### src/rtl/cken_pkg.sv
package cken_pkg;

  // One pipeline tap: period-start marker and slow-clock level
  typedef struct packed {
    logic mark;
    logic hi;
  } cken_tap_t;

  // Smallest legal ratio for a given lead time
  function automatic int min_ratio(input int lead);
    return (lead > 1) ? 2 : 1;
  endfunction

endpackage

### src/rtl/cken_ratio_ctl.sv
module cken_ratio_ctl #(
  parameter int MAX_RATIO = 8,
  parameter int MIN_RATIO = 1,
  parameter int RATIO_W   = 4
) (
  input  logic               clk,
  input  logic               rst,
  input  logic [RATIO_W-1:0] req_i,
  input  logic               period_end_i,
  output logic [RATIO_W-1:0] cur_o
);

  localparam logic [RATIO_W-1:0] MIN_R = RATIO_W'(MIN_RATIO);
  localparam logic [RATIO_W-1:0] MAX_R = RATIO_W'(MAX_RATIO);

  logic legal;
  assign legal = (req_i >= MIN_R) && (req_i <= MAX_R);

  always_ff @(posedge clk) begin
    if (rst) begin
      cur_o <= MIN_R;
    end else if (period_end_i && legal) begin
      cur_o <= req_i;
    end
  end

  AST_RATIO_RANGE: assert property (@(posedge clk) disable iff (rst)
    (cur_o >= MIN_R) && (cur_o <= MAX_R));

  AST_RATIO_HOLD: assert property (@(posedge clk) disable iff (rst)
    !period_end_i |=> $stable(cur_o));

endmodule

### src/rtl/cken_period_cnt.sv
module cken_period_cnt
  import cken_pkg::*;
#(
  parameter int RATIO_W = 4
) (
  input  logic               clk,
  input  logic               rst,
  input  logic [RATIO_W-1:0] cur_i,
  output logic               last_o,
  output cken_tap_t          tap_o
);

  logic [RATIO_W-1:0] cnt_q;
  logic [RATIO_W:0]   half_up;

  assign half_up    = ({1'b0, cur_i} + 1'b1) >> 1;
  assign last_o     = (cnt_q == cur_i - 1'b1);
  assign tap_o.mark = (cnt_q == '0);
  assign tap_o.hi   = ({1'b0, cnt_q} < half_up);

  always_ff @(posedge clk) begin
    if (rst) begin
      cnt_q <= '0;
    end else if (last_o) begin
      cnt_q <= '0;
    end else begin
      cnt_q <= cnt_q + 1'b1;
    end
  end

  AST_CNT_BELOW_RATIO: assert property (@(posedge clk) disable iff (rst)
    cnt_q < cur_i);

endmodule

### src/rtl/cken_lead_pipe.sv
module cken_lead_pipe
  import cken_pkg::*;
#(
  parameter int LEAD = 1
) (
  input  logic      clk,
  input  logic      rst,
  input  cken_tap_t tap_i,
  output logic      en_o,
  output logic      edge_o,
  output logic      slow_o
);

  cken_tap_t stg_q [0:LEAD];

  always_ff @(posedge clk) begin
    if (rst) begin
      for (int i = 0; i <= LEAD; i++) stg_q[i] <= '0;
    end else begin
      stg_q[0] <= tap_i;
      for (int i = 1; i <= LEAD; i++) stg_q[i] <= stg_q[i-1];
    end
  end

  assign en_o   = stg_q[0].mark;
  assign edge_o = stg_q[LEAD].mark;
  assign slow_o = stg_q[LEAD].hi;

endmodule

### src/rtl/cken_gen.sv
module cken_gen
  import cken_pkg::*;
#(
  parameter int MAX_RATIO = 8,
  parameter int LEAD      = 1,
  parameter int RATIO_W   = $clog2(MAX_RATIO + 1)
) (
  input  logic               clk,
  input  logic               rst,
  input  logic [RATIO_W-1:0] ratio_i,
  output logic               en_o,
  output logic               edge_o,
  output logic               slow_clk_o
);

  localparam int MIN_RATIO = min_ratio(LEAD);

  logic [RATIO_W-1:0] cur_ratio;
  logic               period_end;
  cken_tap_t          tap;

  cken_ratio_ctl #(
    .MAX_RATIO (MAX_RATIO),
    .MIN_RATIO (MIN_RATIO),
    .RATIO_W   (RATIO_W)
  ) u_ratio (
    .clk          (clk),
    .rst          (rst),
    .req_i        (ratio_i),
    .period_end_i (period_end),
    .cur_o        (cur_ratio)
  );

  cken_period_cnt #(
    .RATIO_W (RATIO_W)
  ) u_cnt (
    .clk    (clk),
    .rst    (rst),
    .cur_i  (cur_ratio),
    .last_o (period_end),
    .tap_o  (tap)
  );

  cken_lead_pipe #(
    .LEAD (LEAD)
  ) u_pipe (
    .clk    (clk),
    .rst    (rst),
    .tap_i  (tap),
    .en_o   (en_o),
    .edge_o (edge_o),
    .slow_o (slow_clk_o)
  );

  AST_RST_QUIET: assert property (@(posedge clk)
    rst |=> (!en_o && !edge_o && !slow_clk_o));

  AST_EDGE_IN_HIGH: assert property (@(posedge clk) disable iff (rst)
    edge_o |-> slow_clk_o);

  generate
    if (LEAD == 1) begin : g_lead1_chk
      AST_LEAD_ONE: assert property (@(posedge clk) disable iff (rst)
        edge_o == $past(en_o));
    end
  endgenerate

endmodule

### config.mk
export PLATFORM = sky130hd
export DESIGN_NAME = cken_gen
export DESIGN_NICKNAME = d
export VERILOG_FILES = /design/src/rtl/cken_pkg.sv /design/src/rtl/cken_ratio_ctl.sv /design/src/rtl/cken_period_cnt.sv /design/src/rtl/cken_lead_pipe.sv /design/src/rtl/cken_gen.sv
export SDC_FILE = /design/constraint.sdc
export NUM_CORES = 1
export LEC_CHECK = 0
export ABC_AREA = 1
export BUFFER_PORTS_ARGS = -buffer_cell sky130_fd_sc_hd__buf_2
export CAP_MARGIN = 20
export CORE_MARGIN = 8
export CORE_UTILIZATION = 53
export CTS_CLUSTER_SIZE = 28
export DETAILED_ROUTE_END_ITERATION = 16
export PLACE_DENSITY = 0.7
export SYNTH_ARGS = -nofsm -noshare
export SYNTH_HDL_FRONTEND = slang
export SYNTH_SLANG_ARGS = --single-unit
### constraint.sdc
create_clock -name clk -period 1.95 [get_ports clk]
set_input_delay 0.39 -clock clk [delete_from_list [all_inputs] [get_ports clk]]
set_output_delay 0.39 -clock clk [all_outputs]
set_load 0.02 [all_outputs]
==> results of run 1 <==
## through the flow
step | power [mW] | hold slack, ns | setup WS (ns) | cell area [um^2]
6_report | 1.10 | 0.331 | 0.382 | 768
3_5_place_dp | 0.958 | 0.396 | 0.392 | 746
2_1_floorplan | 0.835 | 0.388 | 0.514 | 687
5_1_grt | 1.22 | 0.327 | 0.208 | 768
4_1_cts | 1.11 | 0.331 | 0.377 | 768
3_3_place_gp | 0.944 | 0.399 | 0.415 | 746
## Yosys cell counts
cell and n:
sky130_fd_sc_hd__nand2_1 24, sky130_fd_sc_hd__nor2_1 15, sky130_fd_sc_hd__inv_1 13, sky130_fd_sc_hd__dfxtp_1 12, sky130_fd_sc_hd__nand3_1 9, sky130_fd_sc_hd__ha_1 7, sky130_fd_sc_hd__xor2_1 3, sky130_fd_sc_hd__xnor2_1 2
sky130_fd_sc_hd__a21boi_0 1, sky130_fd_sc_hd__a21oi_1 1, sky130_fd_sc_hd__clkinv_1 1, sky130_fd_sc_hd__inv_2 1, sky130_fd_sc_hd__nand2_2 1, sky130_fd_sc_hd__nand3_4 1, sky130_fd_sc_hd__nand4_1 1, sky130_fd_sc_hd__nor2_4 1
sky130_fd_sc_hd__o211ai_1 1, sky130_fd_sc_hd__or2_1 1
## power by group through the flow
stage | Sequential [mW] | Clock (mW) | Combinational (mW)
global placement | 0.392 | 0 | 0.552
CTS | 0.388 | 0.154 | 0.566
detailed placement | 0.393 | 0 | 0.565
floorplan | 0.400 | 0 | 0.435
finish | 0.388 | 0.149 | 0.559
global route | 0.401 | 0.172 | 0.645
## kinds of logic (layout without fill, tap and decap cells)
group           count (synthesis)  count (layout)  synth area share
xor+xnor                        5               5            0.0638
compound gates                  3               3            0.0291
simple gates                   53              53             0.348
fa+ha+maj                       7               7             0.127
buf+inv                        15              26            0.0820
flops                          12              12             0.350
## sequential cells by signal, indices dropped and copies added (netlist names)
signal         flops
u_cnt.cnt_q        4
u_pipe.stg_q       4
u_ratio.cur_o      4
## layout make-up
type,count,area [um^2]
inverters,15,56.3
well taps,15,18.8
fillers,117,484
flip-flops and latches,12,240
clock buffers,3,22.5
repair buffers,8,40.0
multi-input cells,68,390
## worst min-delay path by stage
stage,slack [ns],to
after floorplan,0.39,u_pipe.stg_q[0][2]
after global placement,0.40,u_pipe.stg_q[0][2]
after detailed placement,0.40,u_pipe.stg_q[0][2]
after CTS,0.33,u_pipe.stg_q[0][1]
after global routing,0.33,u_pipe.stg_q[0][2]
final,0.33,u_pipe.stg_q[0][1]
## per-layer routing
layer / wire, um / up-vias
li1: - / 316
met2: 565 / 11
met4: 24 / 0
met5: 0 / -
met3: 75 / 3
met1: 613 / 261
==> results.md, run 1 <==
* Status: finished clean
* Element type at the critical path start: flip-flop
* Worst slew slack as a fraction of its limit at 0.796
* Net Sw Frac at 0.439
* Routed wire length at around 1300 um
* Clock transition at the register clock pins on the worst setup and hold paths after CTS at around 0.070 ns
* End-of-flow core utilization at 0.613
* Final min period at 1.57 ns
* Sink count of the clock tree at 12
* Remaining routing DRC violations at 0
* Placeable Area at 1250 um^2
* Clock root cell: sky130_fd_sc_hd__clkbuf_4
* Gate count after technology mapping at 95
* Worst IR Drop VDD at 0.000597 V
* Hold Fails Final Rpt at 0
* Placed Instances at 118
* Syn_nets at 108
* Largest fanout of any net on the critical path at 5
* Wire length of the first global-routing pass at about 2200 um
* Part of the power in combinational logic at 0.510
* Max-cap check violation count at 0
* Full die area at between 2000 and 3000 um^2
* Number of rows in the core area at 13
* Setup repair bufs after CTS at 0
* Achievable Freq at ~640 MHz
* WP buf/inv at 1
* Reg2Reg Setup Slack at between 0.3 and 0.4 ns
* Proportion of power drawn by flip-flops and latches at 0.354
* Leftover overflow at the end of global routing at 0
* Via count of the first global-routing pass at approximately 540
* WS Path Type: flip-flop to flip-flop
* Terminus of the critical flop-to-flop path: u_cnt.cnt_q[2]
* Via count of the routed design at 591
* Maximum root-to-sink buffer count at 2
* Number of resized instances in the post-cts repair step at 0
* Proportion of netlist area held by the largest area contributor at 0.350
* Count of different cell masters after synthesis at 18
* Critical R2R Launch: u_ratio.cur_o[0]
* Ratio of cells with drive above 1 in the final layout at 0.142
* Clk network pwr share at 0.136
* Setup violators final at 0
* Cell Chain, Critical Path: inv_1 -> ha_1 -> or2_1 -> nand3_1 -> nor2_4 -> nand2_1 -> nand2_1 -> nor2_1
* Leading cell type in the layout, fill and taps excluded: sky130_fd_sc_hd__nand2_1
* Count of hold-fix buffers inserted at cts at 0
* Total routing usage reported by global routing at 0.107
* Switching power summed over all nets at between 0.4 and 0.5 mW
* H-tree levels at 1
* Actual transition at the worst max-transition pin at between 0.3 and 0.4 ns
* Hold path cells at 2
* Cell depth of the worst flop-to-flop path at 8
* Internal power consumption at about 0.6 mW
* Top-Level Pins at 9
* Die boundary height at 52 um
* Global Route met1 Usage at 0.127
* Maximum cell stage delay along the critical path at between 0.3 and 0.4 ns
* Area growth syn-to-layout at 11.8%
* Number of warnings issued by yosys at 0
* Initial Util at 0.548
* Total CTS buffers at 3
* Slowest cell on the critical path: sky130_fd_sc_hd__dfxtp_1
* Final HPWL from detailed placement at 1050 um
* Pin count of the biggest net entering global routing at 8
* Power per cell area at around 1400 nW/um^2
* Wire length per cell after detailed routing at approximately 11 um
* Count of final max-slew check failures at 0
* Met2 GRT Util at 0.166
* Count of antenna diodes in the layout at 0
* CP Data Arrival Time at approximately 1.7 ns
* DRT antenna net count at 0
* CTS tree: yes
* Worst path top cell family by delay: simple AND/OR/NAND/NOR gates
* Library cell with the largest summed area after synthesis: sky130_fd_sc_hd__dfxtp_1
* Critical path capture point: u_cnt.cnt_q[2]
* Most heavily used metal layer in global routing: met2
* Drt via density at 4.88
* Die width at approximately 52 um
* Register bit count reported by yosys at 12
* CP endpoint kind: flip-flop
* Tcrit/Tclk final at 0.804
* Met3 track utilization from global routing at 0.0285
* Total stage count of the critical path at 8
* Worst clock skew at 0.00516 ns
* Leakage power of the design at roughly 0.4 nW
* Unrepaired setup endpoints after global routing: false
* Endpoint required time on the critical path at 2.11 ns
* Class of the tightest hold or removal check: primary input to flip-flop
* Final std cells w/o fill at 121
* Netlist area before placement at 687 um^2
* Cell repeated most along the worst path: sky130_fd_sc_hd__nand2_1
* Initial detailed-routing violation count at 7
* Per-instance average area after synthesis at 7.23 um^2
* Commonest cells after routing, fill and taps aside: 24 x sky130_fd_sc_hd__nand2_1, 15 x sky130_fd_sc_hd__nor2_1, 13 x sky130_fd_sc_hd__inv_1, 12 x sky130_fd_sc_hd__dfxtp_1, 9 x sky130_fd_sc_hd__nand3_1
* Setup crit start: u_ratio.cur_o[0]
* Number of antenna violations at the first check in global routing at 0
* Clock latency of the later-clocked register in the worst-skew pair at 0.27 ns
* Number of detailed-routing iterations run before antenna repair at 4
* Post-synthesis sequential area ratio at 0.350
* Hold wc startpoint: rst
* Number of input and output port buffers inserted at 8
* Final nets at roughly 120
* Final-layout setup total negative slack at 0 ns
* Leading cell types by total area after synthesis: sky130_fd_sc_hd__dfxtp_1 35%, sky130_fd_sc_hd__nand2_1 13%, sky130_fd_sc_hd__ha_1 13%, sky130_fd_sc_hd__nor2_1 8.2%, sky130_fd_sc_hd__inv_1 7.1%
* Gpl congestion at 0.849
No activity file was read; power rests on OpenSTA's default activity.
==> run 2: changes to the inputs <==
==> constraint.sdc (replaced) <==
create_clock -name clk -period 1.55 [get_ports clk]
set_input_delay 0.31 -clock clk [delete_from_list [all_inputs] [get_ports clk]]
set_output_delay 0.31 -clock clk [all_outputs]
set_load 0.02 [all_outputs]
==> results.md, run 2 (synthesized netlist as in run 1, its figures left out) <==
* Status: finished clean (unchanged)
* Proportion of power drawn by flip-flops and latches at 0.335 (was 0.354)
* Cell depth of the worst flop-to-flop path at 7 (was 8)
* Count of final max-slew check failures at 0 (unchanged)
* Final nets at 122 (was 121)
* Number of input and output port buffers inserted at 8 (unchanged)
* Internal power consumption at 0.866 mW (was 0.615 mW)
* Final HPWL from detailed placement at 1010 um (was 1050 um)
* Final min period at 1.42 ns (was 1.57 ns)
* Remaining routing DRC violations at 0 (unchanged)
* Number of rows in the core area at 13 (unchanged)
* Largest fanout of any net on the critical path at 5 (unchanged)
* Leakage power of the design at 0.415 nW (was 0.399 nW)
* Hold wc startpoint: rst (unchanged)
* Wire length per cell after detailed routing at 10.9 um (was 10.6 um)
* Pin count of the biggest net entering global routing at 8 (unchanged)
* Clock transition at the register clock pins on the worst setup and hold paths after CTS at 0.08 ns (was 0.07 ns)
* CTS tree: yes (unchanged)
* Reg2Reg Setup Slack at 0.13 ns (was 0.38 ns)
* Routed wire length at 1340 um (was 1280 um)
* Class of the tightest hold or removal check: primary input to flip-flop (unchanged)
* Terminus of the critical flop-to-flop path: u_pipe.stg_q[0][0] (was u_cnt.cnt_q[2])
* Actual transition at the worst max-transition pin at 0.286 ns (was 0.305 ns)
* Hold path cells at 2 (unchanged)
* Wire length of the first global-routing pass at 2240 um (was 2190 um)
* CP endpoint kind: flip-flop (unchanged)
* Critical R2R Launch: u_ratio.cur_o[0] (unchanged)
* Initial Util at 0.548 (unchanged)
* Full die area at 2700 um^2 (unchanged)
* Final-layout setup total negative slack at 0 ns (unchanged)
* Hold Fails Final Rpt at 0 (unchanged)
* Switching power summed over all nets at 0.650 mW (was 0.482 mW)
* Clock latency of the later-clocked register in the worst-skew pair at 0.27 ns (about the same)
* Max-cap check violation count at 0 (unchanged)
* H-tree levels at 1 (unchanged)
* Setup repair bufs after CTS at 0 (unchanged)
* Ratio of cells with drive above 1 in the final layout at 0.222 (was 0.142)
* Initial detailed-routing violation count at 25 (was 7)
* Number of antenna violations at the first check in global routing at 0 (unchanged)
* Gpl congestion at 0.840 (was 0.849)
* Min-Delay Endpoint: u_pipe.stg_q[0][2] (was u_pipe.stg_q[0][1])
* Maximum root-to-sink buffer count at 2 (unchanged)
* Worst IR Drop VDD at 0.00113 V (was 0.000597 V)
* WS Path Type: flip-flop to flip-flop (unchanged)
* Total power consumption of the routed design at 1.52 mW (was 1.10 mW)
* Via count of the routed design at 593 (was 591)
* Clk network pwr share at 0.169 (was 0.136)
* Total CTS buffers at 3 (unchanged)
* Worst clock skew at 0.00291 ns (was 0.00516 ns)
* Number of detailed-routing iterations run before antenna repair at 4 (unchanged)
* Net Sw Frac at 0.429 (was 0.439)
* Element type at the critical path start: flip-flop (unchanged)
* Drt via density at 4.82 (was 4.88)
* Leading cell type in the layout, fill and taps excluded: sky130_fd_sc_hd__nand2_1 (unchanged)
* Unrepaired setup endpoints after global routing: false (unchanged)
* DRT antenna net count at 0 (unchanged)
* Part of the power in combinational logic at 0.495 (was 0.510)
* Endpoint required time on the critical path at 1.72 ns (was 2.11 ns)
* Area growth syn-to-layout at 20.0% (was 11.8%)
* Die boundary height at 52 um (unchanged)
* Top-Level Pins at 9 (unchanged)
* Via count of the first global-routing pass at 560 (was 539)
* Achievable Freq at 702 MHz (was 638 MHz)
* Setup violators final at 0 (unchanged)
* Count of hold-fix buffers inserted at cts at 0 (unchanged)
* Total routing usage reported by global routing at 0.106 (was 0.107)
* Top flop regs: u_cnt.cnt_q: 4 flops, u_pipe.stg_q: 4 flops, u_ratio.cur_o: 4 flops (unchanged)
* Power per cell area at 1840 nW/um^2 (was 1430 nW/um^2)
* Clock root cell: sky130_fd_sc_hd__clkbuf_4 (unchanged)
* Tcrit/Tclk final at 0.919 (was 0.804)
* Commonest cells after routing, fill and taps aside: 24 x sky130_fd_sc_hd__nand2_1, 15 x sky130_fd_sc_hd__nor2_1, 12 x sky130_fd_sc_hd__inv_1, 10 x sky130_fd_sc_hd__dfxtp_1 (was 24 x sky130_fd_sc_hd__nand2_1, 15 x sky130_fd_sc_hd__nor2_1, 13 x sky130_fd_sc_hd__inv_1, 12 x sky130_fd_sc_hd__dfxtp_1, 9 x sky130_fd_sc_hd__nand3_1)
* Count of antenna diodes in the layout at 0 (unchanged)
* Worst slew slack as a fraction of its limit at 0.808 (was 0.796)
* Sink count of the clock tree at 12 (unchanged)
* CP Data Arrival Time at 1.60 ns (was 1.73 ns)
* Die width at 52 um (unchanged)
* Placeable Area at 1250 um^2 (unchanged)
* Leftover overflow at the end of global routing at 0 (unchanged)
-- run 2: cell count changes in the layout (fill, tap and decap cells not counted), moves of 2 or more --
cell	delta
sky130_fd_sc_hd__ha_4	+2
sky130_fd_sc_hd__inv_2	+2
sky130_fd_sc_hd__dfxtp_1	-2
sky130_fd_sc_hd__ha_1	-2
-- run 2: critical path: stages (launching register included) --
cell	delay [ns]
sky130_fd_sc_hd__dfxtp_4	0.38
sky130_fd_sc_hd__ha_4	0.17
sky130_fd_sc_hd__xnor2_1	0.12
sky130_fd_sc_hd__ha_1	0.27
sky130_fd_sc_hd__a21boi_0	0.17
sky130_fd_sc_hd__o211ai_1	0.11
sky130_fd_sc_hd__nand2_1	0.07
sky130_fd_sc_hd__nor2_1	0.03
-- run 2: repair_timing --
action                                  in CTS  in global routing
pin swaps                                    0                  3
resized for setup                            1                  8
gates cloned                                 0                  0
endpoints found under the setup margin       3                  9
-- run 2: how the worst max path moves through the flow --
stage | start | end | slack, ns | depth (start not counted)
after detailed placement | u_ratio.cur_o[0] | u_ratio.cur_o[2] | 0.006 | 9
final | u_ratio.cur_o[0] | u_pipe.stg_q[0][0] | 0.13 | 7
after global placement | u_ratio.cur_o[0] | u_ratio.cur_o[2] | 0.04 | 8
after global routing | u_ratio.cur_o[0] | u_pipe.stg_q[0][0] | 0.03 | 7
after CTS | u_ratio.cur_o[1] | u_ratio.cur_o[1] | 0.01 | 9
after floorplan | u_ratio.cur_o[0] | u_ratio.cur_o[1] | 0.11 | 9
-- run 2: cell type report --
type	instances	area [um^2]
Sequential cell	12	245
Inverter	15	56.3
Multi-Input combinational cell	68	420
Timing Repair Buffer	9	47.5
Fill cell	115	428
Tap cell	15	18.8
Clock buffer	4	36.3
-- run 2: power groups by stage --
stage	logic (mW)	registers [mW]	clock network [mW]
5_1_grt	0.852	0.524	0.285
6_report	0.751	0.509	0.256
2_1_floorplan	0.548	0.503	0
3_5_place_dp	0.714	0.496	0
3_3_place_gp	0.699	0.495	0
4_1_cts	0.715	0.492	0.264
-- run 2: metal layers --
metal | up-vias | wire length, um | GRT usage
met1 | 262 | 657 | 0.124
met4 | 0 | 12 | 0.0398
met2 | 8 | 589 | 0.172
li1 | 321 | - | -
met3 | 2 | 78 | 0.0399
met5 | - | 0 | 0
-- run 2: through the flow --
step / cell area, um^2 / hold WS [ns] / std cells / utilization / setup WS (ns)
final: 825 / 0.249 / 123 / 0.658 / 0.126
after global routing: 825 / 0.243 / 123 / 0.658 / 0.0304
after CTS: 791 / 0.248 / 123 / 0.631 / 0.00956
after detailed placement: 753 / 0.398 / 119 / 0.601 / 0.00619
after global placement: 753 / 0.397 / 119 / 0.601 / 0.0428
after floorplan: 687 / 0.381 / 95 / - / 0.114
